## src/rtl/i2crx_pkg.sv

```systemverilog
package i2crx_pkg;

  typedef enum logic [2:0] {
    ST_IDLE = 3'd0,
    ST_ADDR = 3'd1,
    ST_DATA = 3'd2,
    ST_ACK  = 3'd3,
    ST_SKIP = 3'd4
  } rx_state_t;

endpackage

```

## src/rtl/i2crx_sync.sv

```systemverilog
module i2crx_sync #(
  parameter int STAGES = 2,
  parameter int LINES  = 2
) (
  input  logic             clk,
  input  logic             rst,
  input  logic [LINES-1:0] raw,
  output logic [LINES-1:0] now,
  output logic [LINES-1:0] prev
);

  // The lines idle high, so every stage resets to 1.
  generate
    for (genvar g = 0; g < LINES; g++) begin : g_line
      logic [STAGES-1:0] pipe;
      always_ff @(posedge clk) begin
        if (rst) begin
          pipe    <= '1;
          prev[g] <= 1'b1;
        end else begin
          pipe    <= {pipe[STAGES-2:0], raw[g]};
          prev[g] <= pipe[STAGES-1];
        end
      end
      assign now[g] = pipe[STAGES-1];
    end
  endgenerate

endmodule

```

## src/rtl/i2crx_frame.sv

```systemverilog
module i2crx_frame
  import i2crx_pkg::*;
#(
  parameter int ADDR_W = 7
) (
  input  logic              clk,
  input  logic              rst,
  input  logic              scl_rise,
  input  logic              scl_fall,
  input  logic              start_det,
  input  logic              stop_det,
  input  logic              sda_now,
  input  logic [ADDR_W-1:0] own_addr,
  input  logic              accept,
  output logic              sda_oe_n,
  output logic              evt_wr_addr,
  output logic              evt_rd_addr,
  output logic              evt_data,
  output logic [ADDR_W:0]   byte_now
);

  localparam int BYTE_W = ADDR_W + 1;
  localparam int CNT_W  = $clog2(BYTE_W + 1);
  localparam logic [CNT_W-1:0] LAST_BIT = CNT_W'(BYTE_W - 1);

  rx_state_t         st;
  logic [BYTE_W-2:0] shreg;
  logic [CNT_W-1:0]  bitcnt;
  logic              ack_on;
  logic              shifting;
  logic              byte_done;
  logic              addr_hit;
  logic              give_ack;

  assign shifting    = (st == ST_ADDR) || (st == ST_DATA);
  assign byte_done   = shifting && scl_rise && (bitcnt == LAST_BIT);
  assign byte_now    = {shreg, sda_now};
  assign addr_hit    = (byte_now[BYTE_W-1:1] == own_addr);
  assign evt_wr_addr = byte_done && (st == ST_ADDR) && addr_hit && !byte_now[0];
  assign evt_rd_addr = byte_done && (st == ST_ADDR) && addr_hit &&  byte_now[0];
  assign evt_data    = byte_done && (st == ST_DATA);
  assign give_ack    = (evt_wr_addr || evt_data) && accept;

  always_ff @(posedge clk) begin
    if (rst) begin
      st       <= ST_IDLE;
      shreg    <= '0;
      bitcnt   <= '0;
      ack_on   <= 1'b0;
      sda_oe_n <= 1'b1;
    end else if (start_det) begin
      st       <= ST_ADDR;
      bitcnt   <= '0;
      ack_on   <= 1'b0;
      sda_oe_n <= 1'b1;
    end else if (stop_det) begin
      st       <= ST_IDLE;
      bitcnt   <= '0;
      ack_on   <= 1'b0;
      sda_oe_n <= 1'b1;
    end else begin
      case (st)
        ST_ADDR, ST_DATA: begin
          if (scl_rise) begin
            shreg <= byte_now[BYTE_W-2:0];
            if (bitcnt == LAST_BIT) begin
              bitcnt <= '0;
              st     <= give_ack ? ST_ACK : ST_SKIP;
            end else begin
              bitcnt <= bitcnt + 1'b1;
            end
          end
        end
        ST_ACK: begin
          if (scl_fall) begin
            if (!ack_on) begin
              ack_on   <= 1'b1;
              sda_oe_n <= 1'b0;
            end else begin
              ack_on   <= 1'b0;
              sda_oe_n <= 1'b1;
              st       <= ST_DATA;
              bitcnt   <= '0;
            end
          end
        end
        default: ;
      endcase
    end
  end

endmodule

```

## src/rtl/i2crx_host.sv

```systemverilog
module i2crx_host #(
  parameter int BYTE_W = 8
) (
  input  logic              clk,
  input  logic              rst,
  input  logic              evt_wr_addr,
  input  logic              evt_rd_addr,
  input  logic              evt_data,
  input  logic [BYTE_W-1:0] byte_in,
  input  logic              host_rd,
  input  logic              host_clr_irq,
  input  logic              host_clr_ovf,
  output logic              can_accept,
  output logic              buf_load,
  output logic [BYTE_W-1:0] rx_data,
  output logic              buf_full,
  output logic              ovf_flag,
  output logic              rw_last,
  output logic              irq
);

  logic take;

  assign take       = evt_wr_addr || evt_data;
  assign can_accept = !buf_full && !ovf_flag;
  assign buf_load   = take && can_accept;

  always_ff @(posedge clk) begin
    if (rst) begin
      rx_data  <= '0;
      buf_full <= 1'b0;
      ovf_flag <= 1'b0;
      rw_last  <= 1'b0;
      irq      <= 1'b0;
    end else begin
      if (host_rd) buf_full <= 1'b0;
      if (buf_load) begin
        rx_data  <= byte_in;
        buf_full <= 1'b1;
      end
      if (host_clr_ovf)        ovf_flag <= 1'b0;
      if (take && !can_accept) ovf_flag <= 1'b1;
      if (host_clr_irq) irq <= 1'b0;
      if (take)         irq <= 1'b1;
      if (evt_wr_addr) rw_last <= 1'b0;
      if (evt_rd_addr) rw_last <= 1'b1;
    end
  end

endmodule

```

## src/rtl/i2crx_slave.sv

```systemverilog
module i2crx_slave #(
  parameter int SYNC_STAGES = 2,
  parameter int ADDR_W      = 7
) (
  input  logic              clk,
  input  logic              rst,
  input  logic              scl_in,
  input  logic              sda_in,
  output logic              sda_oe_n,
  input  logic [ADDR_W-1:0] own_addr,
  input  logic              host_rd,
  input  logic              host_clr_irq,
  input  logic              host_clr_ovf,
  output logic [ADDR_W:0]   rx_data,
  output logic              buf_full,
  output logic              ovf_flag,
  output logic              rw_last,
  output logic              irq
);

  localparam int BYTE_W = ADDR_W + 1;

  logic [1:0]        line_now, line_prev;
  logic              scl_now, scl_prev, sda_now, sda_prev;
  logic              scl_rise, scl_fall, start_det, stop_det;
  logic              evt_wr_addr, evt_rd_addr, evt_data;
  logic [BYTE_W-1:0] byte_now;
  logic              can_accept, buf_load;

  i2crx_sync #(.STAGES(SYNC_STAGES), .LINES(2)) u_sync (
    .clk  (clk),
    .rst  (rst),
    .raw  ({sda_in, scl_in}),
    .now  (line_now),
    .prev (line_prev)
  );

  assign scl_now   = line_now[0];
  assign sda_now   = line_now[1];
  assign scl_prev  = line_prev[0];
  assign sda_prev  = line_prev[1];
  assign scl_rise  =  scl_now && !scl_prev;
  assign scl_fall  = !scl_now &&  scl_prev;
  assign start_det = scl_now && scl_prev &&  sda_prev && !sda_now;
  assign stop_det  = scl_now && scl_prev && !sda_prev &&  sda_now;

  i2crx_frame #(.ADDR_W(ADDR_W)) u_frame (
    .clk         (clk),
    .rst         (rst),
    .scl_rise    (scl_rise),
    .scl_fall    (scl_fall),
    .start_det   (start_det),
    .stop_det    (stop_det),
    .sda_now     (sda_now),
    .own_addr    (own_addr),
    .accept      (can_accept),
    .sda_oe_n    (sda_oe_n),
    .evt_wr_addr (evt_wr_addr),
    .evt_rd_addr (evt_rd_addr),
    .evt_data    (evt_data),
    .byte_now    (byte_now)
  );

  i2crx_host #(.BYTE_W(BYTE_W)) u_host (
    .clk          (clk),
    .rst          (rst),
    .evt_wr_addr  (evt_wr_addr),
    .evt_rd_addr  (evt_rd_addr),
    .evt_data     (evt_data),
    .byte_in      (byte_now),
    .host_rd      (host_rd),
    .host_clr_irq (host_clr_irq),
    .host_clr_ovf (host_clr_ovf),
    .can_accept   (can_accept),
    .buf_load     (buf_load),
    .rx_data      (rx_data),
    .buf_full     (buf_full),
    .ovf_flag     (ovf_flag),
    .rw_last      (rw_last),
    .irq          (irq)
  );

endmodule

```

## config.mk

```make
export PLATFORM = sky130hd
export DESIGN_NAME = i2crx_slave
export DESIGN_NICKNAME = d
export VERILOG_FILES = /design/src/rtl/i2crx_pkg.sv /design/src/rtl/i2crx_sync.sv /design/src/rtl/i2crx_frame.sv /design/src/rtl/i2crx_host.sv /design/src/rtl/i2crx_slave.sv
export SDC_FILE = /design/constraint.sdc
export NUM_CORES = 1
export LEC_CHECK = 0
export BUFFER_PORTS_ARGS = -buffer_cell sky130_fd_sc_hd__clkbuf_2
export CELL_PAD_IN_SITES_DETAIL_PLACEMENT = 0
export CELL_PAD_IN_SITES_GLOBAL_PLACEMENT = 1
export CORE_UTILIZATION = 41
export CTS_BUF_LIST = sky130_fd_sc_hd__clkbuf_16
export CTS_CLUSTER_SIZE = 30
export DETAILED_ROUTE_END_ITERATION = 16
export GPL_TIMING_DRIVEN = 0
export PLACE_DENSITY_LB_ADDON = 0.1
export SLEW_MARGIN = 20
export SYNTH_ARGS = -nofsm -noshare
export SYNTH_HDL_FRONTEND = slang
export SYNTH_SLANG_ARGS = --single-unit
```

## constraint.sdc

```tcl
create_clock -name clk -period 2.6 [get_ports clk]
set_input_delay 0.39 -clock clk [delete_from_list [all_inputs] [get_ports clk]]
set_output_delay 0.39 -clock clk [all_outputs]
set_load 0.02 [all_outputs]
```

==> Word-level counts from Yosys, hierarchy flattened <==
Cells that the tools add are included.
{ "totals": {"ff_bits": 34, "out_inout_bits": 13, "word_cells": 93} }
{ "op_classes": {"addsub": 1, "n_eq_ne": 13, "muxes": 23, "bitwise": 2, "reduce_logical": 39} }
{ "ops": {"columns": ["operator", "count"], "rows": [
  ["$logic_and 1x1->1", 17],
  ["$mux 4", 4],
  ["$mux 3", 5],
  ["$mux 1", 12],
  ["$ne 4x3->1 const B", 3],
  ["$reduce_and 5->1", 2],
  ["$reduce_bool 2->1", 5],
  ["$pmux 4 s2", 1],
  ["$reduce_and 4->1", 2],
  ["$eq 7x7->1", 1],
  ["$logic_not 1->1", 7],
  ["$eq 3x2->1 const B", 2],
  ["$ne 2x1->1 const B", 3],
  ["$pmux 3 s2", 1],
  ["$add 4x1->4 const B", 1],
  ["$eq 4x3->1 const B", 1],
  ["$ne 4x4->1 const B", 1],
  ["$reduce_bool 4->1", 1],
  ["$eq 3x1->1 const B", 1],
  ["$reduce_or 3->1", 1],
  ["$logic_or 1x1->1", 2],
  ["$ne 2x2->1 const B", 1],
  ["$not 1->1", 2],
  ["$reduce_and 2->1", 1],
  ["$reduce_or 2->1", 1]
]} }

==> Depth between registers and ports, before layout <==
{ "logic_depth": {"ltp_word": 15, "ltp_mapped": 7, "depth_no_buf": 6} }

==> Hierarchy <==
Synthesis repeated with hierarchy kept, for this count alone.
{ "hier_totals": {"cells_unflattened": 167, "hier_area_um2": 1626.6} }
{ "modules_own_cells": {"columns": ["module", "instances", "cells_per_inst", "area_each_um2", "seq_area_each_um2"], "rows": [
  ["i2crx_frame", 1, 97, 898.4, 320.3],
  ["i2crx_host", 1, 52, 523.0, 240.2],
  ["i2crx_sync", 1, 14, 172.7, 120.1],
  ["i2crx_slave", 1, 4, 32.5, 0.0]
]} }

==> Worst setup path after synthesis <==
No wires, ideal clock.
{ "synth_path": {"kind": "reg2reg", "startpoint": "reg u_frame.st[2]", "endpoint": "reg u_host.rw_last", "setup_ps": 128, "t_arrival_ps": 1765, "setup_slack_ps": 707, "stages_incl_launch_ff": 7, "path_buffers": 1, "cell_sequence": "dfxtp_1 or3b_1 clkbuf_1 or3_4 nor4_4 mux2i_1 nor2_1"} }
{ "synth_via": {"elab_chain_len": 8, "elab_cells_between_ends": 11, "cone_classes": "2 x eq/ne; 1 x mux; 8 x reduce/logical"} }
{ "synth_lines": {"columns": ["item", "line_no", "text"], "rows": [
  ["start, declared", "i2crx_frame.sv:26", "rx_state_t st;"],
  ["start signal, assigned", "i2crx_frame.sv:68", "st <= give_ack ? ST_ACK : ST_SKIP;"],
  ["$eq 3x1->1 or $eq 3x2->1 (tied branches)", "i2crx_frame.sv:35, i2crx_frame.sv:39, i2crx_frame.sv:40", null],
  ["$logic_or 1x1->1", "i2crx_frame.sv:35", "assign shifting = (st == ST_ADDR) || (st == ST_DATA);"],
  ["$logic_and 1x1->1 (2 in a row)", "i2crx_frame.sv:36", "assign byte_done = shifting && scl_rise && (bitcnt == LAST_BIT);"],
  ["$logic_and 1x1->1 (*) (2 in a row)", "i2crx_frame.sv:39, i2crx_frame.sv:40", null],
  ["$logic_and 1x1->1 (on tied branches)", "i2crx_frame.sv:40, i2crx_frame.sv:39", null],
  ["$mux 1 or $reduce_bool 2->1 (tied branches)", null, null],
  ["end signal, assigned", "i2crx_host.sv:33", "rw_last <= 1'b0;"],
  ["end signal, assigned", "i2crx_host.sv:45", "if (evt_wr_addr) rw_last <= 1'b0;"],
  ["end signal, assigned", "i2crx_host.sv:46", "if (evt_rd_addr) rw_last <= 1'b1;"],
  ["end, declared", "i2crx_host.sv:18", "output logic rw_last,"]
]} }
Mark *: on every way between the ends. The rest lies on a longest branch, timed or not.
A chain may end at the register's enable or synchronous reset.

==> Worst setup path in the final report <==
{ "layout_path": {"startpoint": "reg u_sync.g_line[0].pipe[1]", "endpoint": "reg u_frame.st[0]"} }
{ "layout_via": {"elab_chain_len": 14, "elab_cells_between_ends": 28, "cone_classes": "4 x eq/ne; 6 x mux; 18 x reduce/logical"} }
{ "layout_lines": {"columns": ["item", "line_no", "text"], "rows": [
  ["start, declared", "i2crx_sync.sv:15", "logic [STAGES-1:0] pipe;"],
  ["start signal, assigned", "i2crx_sync.sv:21", "pipe <= {pipe[STAGES-2:0], raw[g]};"],
  ["$logic_and 1x1->1", "i2crx_slave.sv:42", "assign scl_rise = scl_now && !scl_prev;"],
  ["$logic_and 1x1->1 (2 in a row)", "i2crx_frame.sv:36", null],
  ["$logic_and 1x1->1 (3 in a row)", "i2crx_frame.sv:39", "assign evt_wr_addr = byte_done && (st == ST_ADDR) && addr_hit && !byte_now[0];"],
  ["$logic_or 1x1->1", "i2crx_frame.sv:42", "assign give_ack = (evt_wr_addr || evt_data) && accept;"],
  ["$logic_and 1x1->1", "i2crx_frame.sv:42", null],
  ["$mux 3", "i2crx_frame.sv:68", null],
  ["$mux 3", "i2crx_frame.sv:66", "if (bitcnt == LAST_BIT) begin"],
  ["$mux 3", "i2crx_frame.sv:64", "if (scl_rise) begin"],
  ["$pmux 3 s2", "i2crx_frame.sv:62", "case (st)"],
  ["$mux 1", "i2crx_frame.sv:56", "end else if (stop_det) begin"],
  ["$mux 1", "i2crx_frame.sv:51", "end else if (start_det) begin"]
]} }
Parallel ways exist; a longest one is shown, timed or not. The select of a mux whose other input is x is not followed.

==> key figures <==
CTS
  • Clock-pin transition on the worst setup and hold timing paths: 50 ps
  • Cts bufs inserted: 5
  • Root buffer cell: clkbuf_16
  • Clk sinks: 34
  • Clk buf depth: 2
  • Post-CTS Setup Inserts: 0
  • CTS resizes: 0
  • Clk Latency, worst-skew pair: 270 ps
  • CTS tree: done
  • Htree depth: 2
  • CTS hold repair buffers: 0

Layout
  • Final Util: 0.514
  • N_diodes: 0
  • Non-filler cells, final: 257
  • Fillers: 380
  • Final Instance Area: 1880 µm²
  • Layout cells sized above 1: 0.234
  • Layout area overhead: 20.7%
  • Total Nets Final: 223

Global route
  • Initial antenna violation count: 0
  • Total Routing Usage GR: 0.182
  • Global-route wire length before repair: 5.64 mm
  • Grt ovf: 0
  • Vias in the first global route: 1206
  • Pin count of the biggest net entering global routing: 11

Critical path
  • Largest stage delay, worst path: 430 ps
  • Critical path class: reg -> reg
  • Critical-path cell list: or3b_1 > clkbuf_1 > nor3_1 > and4_1 > buf_2 > nor2_1 > a211oi_1
  • Worst path arrival time: 2300 ps
  • Startpoint Class: flop
  • Critical Path End Type: flop
  • WP buf/inv: 2
  • Worst Path Required: 2790 ps
  • Critical path's top delay family: simple AND/OR/NAND/NOR gates
  • Critical-path maximum fanout: 8
  • Crit path max-delay cell type: nor3_1

Synthesis
  • Portion of netlist area occupied by mux cells: 0.0578
  • XOR/XNOR share of the synthesized area: 0.0562
  • Seq cells post-synth: 34
  • Mapped Cells: 176
  • Synth Area in Compound Gates: 0.133
  • Cell variety after synth: 39
  • Post-Syn Area: 1560 µm²
  • Avg Inst Size Synth: 8.86 µm²
  • EDFF count, synth: 0
  • Top cells by area, synth: dfxtp_1 44%, mux2i_1 5.8%, a21oi_1 5.1%
  • Top cell type's share of synthesized area: 0.437
  • Post-synth ARST share: 0
  • Area leader, netlist: dfxtp_1
  • Syn_nets: 191
  • Synth warn: 0
  • Commonest cells in the netlist: 34 x dfxtp_1, 17 x nor2_1, 16 x a21oi_1
  • Cell with the most instances after synthesis: dfxtp_1
  • Largest family of logic cells by synthesized area: simple AND/OR/NAND/NOR gates
  • Register area share after synthesis: 0.437
  • Simple logic cell fraction of the synthesized area: 0.277
  • Post-synthesis adder-cell area fraction: 0.00803
  • Ys flop type: dfxtp_1

Placement
  • GPL Wtd Cong: 0.746
  • Placed cell count: 249
  • Detailed placement HPWL: 2.50 mm
  • Placed cell area: 1740 µm²
  • I/O Buffers: 25

STA
  • Setup TNS: 0 ps
  • Min cycle time layout: 2110 ps
  • Period utilization: 0.812
  • Relative slew slack: 0.619
  • Slew @ Worst Pin: 571 ps
  • Fin. Hold Viols: 0
  • RSZ-0062 raised after global routing: false
  • Final setup viols: 0
  • Worst Skew: 4.87 ps
  • Pins Over Slew Limit: 0
  • Max Clk Rate: 474 MHz

Power and ir drop
  • Pwr Total: 1120 µW
  • Sequential share of power: 0.473
  • IR drop worst, VDD: 0.449 mV
  • Sw Share: 0.199
  • NetSw: 224 µW
  • Leakage: 0.000700 µW
  • Power density over the cells: 596 nW/µm²
  • Clk pwr share: 0.475
  • Combinational power share: 0.052
  • Internal power: 898 µW

Detailed routing
  • Starting DRT DRC Count: 68
  • DRC viols: 0
  • Routed Antenna Nets: 0
  • Via count: 1343
  • Routed length per instance: 12.6 µm
  • 1st-pass router iterations: 4
  • Total wire length: 3.25 mm
  • Vias per cell: 5.23

Die
  • Initial Util: 0.426
  • Die H: 63.7 µm
  • Die area: 4050 µm²
  • # IOs: 27
  • Rows: 22
  • Core Area: 3660 µm²
  • Die W: 63.7 µm

Run status
  • Status: finished, final reports clean

Worst hold path
  • Min-Delay Path Class: in -> reg

Flow run
  • Max-cap violations: 0
through the flow:
stage,setup WS [ps],hold slack [ps]
4_1_cts,495,300
3_3_place_gp,534,392
6_report,488,304
2_1_floorplan,707,389
3_5_place_dp,506,396
5_1_grt,237,302
metal layers:
| metal | share of wire | vias to the layer above | routed length, µm | track usage |
|---|---|---|---|---|
| met4 | 0.0074 | 0 | 24 | 0.0597 |
| met5 | 0 | - | 0 | 0 |
| met2 | 0.45 | 29 | 1450 | 0.271 |
| li1 | - | 689 | - | - |
| met1 | 0.50 | 623 | 1630 | 0.253 |
| met3 | 0.043 | 2 | 139 | 0.0489 |
path summary, 6_finish.rpt:
check	startpoint	endpoint	slack [ps]	cells after the start
setup reg to reg	u_sync.g_line[0].pipe[1]	u_frame.st[0]	490	7
hold / removal	scl_in	u_sync.g_line[0].pipe[0]	300	2
hold reg to reg	u_sync.g_line[0].pipe[0]	u_sync.g_line[0].pipe[1]	410	1
setup / recovery	u_sync.g_line[0].pipe[1]	u_frame.st[0]	490	7
layout by cell type, fill, tap and decap left out, types with 3 or more instances in the layout:
cell        n
clkbuf_16   5
or2_2       8
o21ai_0     8
inv_1       4
a21oi_1    16
nor2_1     17
buf_2       3
mux2i_1     9
nand4_1     3
nor3_1      4
clkbuf_2   25
xnor2_1     9
nand3_1    13
clkbuf_1    6
and4_1      3
nand2_1     8
dfxtp_1    34
sequential cells by signal (all words and copies together) (netlist names):
register and cells:
u_host.rx_data 8, u_frame.shreg 7, u_frame.bitcnt 4, u_sync.g_line.pipe 4, u_frame.st 3, u_sync.prev 2, u_frame.ack_on 1, u_frame.sda_oe_n 1
u_host.buf_full 1, u_host.irq 1, u_host.ovf_flag 1, u_host.rw_last 1
cell families (layout without fill, tap and decap cells):
group / count (synthesis) / in the layout
flip-flops: 34 / 34
XOR/XNOR: 10 / 10
multiplexers: 9 / 9
AO/OA/AOI/OAI: 35 / 35
AND/OR/NAND/NOR: 75 / 75
adder cells (fa/ha/maj): 1 / 1
buffers and inverters: 12 / 45
power by group through the flow:
stage / Clock, µW / Combinational, µW / Sequential [µW]
2_1_floorplan: 0 / 39.4 / 540
3_3_place_gp: 0 / 57.3 / 540
3_5_place_dp: 0 / 58.9 / 541
4_1_cts: 550 / 59.1 / 530
5_1_grt: 576 / 66.8 / 530
6_report: 533 / 58.6 / 530
cell type report:
cell class	count	area [µm²]	area share
Clock buffer	5	125	0.0665
Inverter	3	11.3	0.00598
Sequential cell	34	681	0.362
Tap cell	48	60.1	0.0319
Clock inverter	3	12.5	0.00665
Buffer	9	37.5	0.0199
Multi-Input combinational cell	130	830	0.441
Timing Repair Buffer	25	125	0.0665
Note: power is estimated with default switching activity, not from simulation.
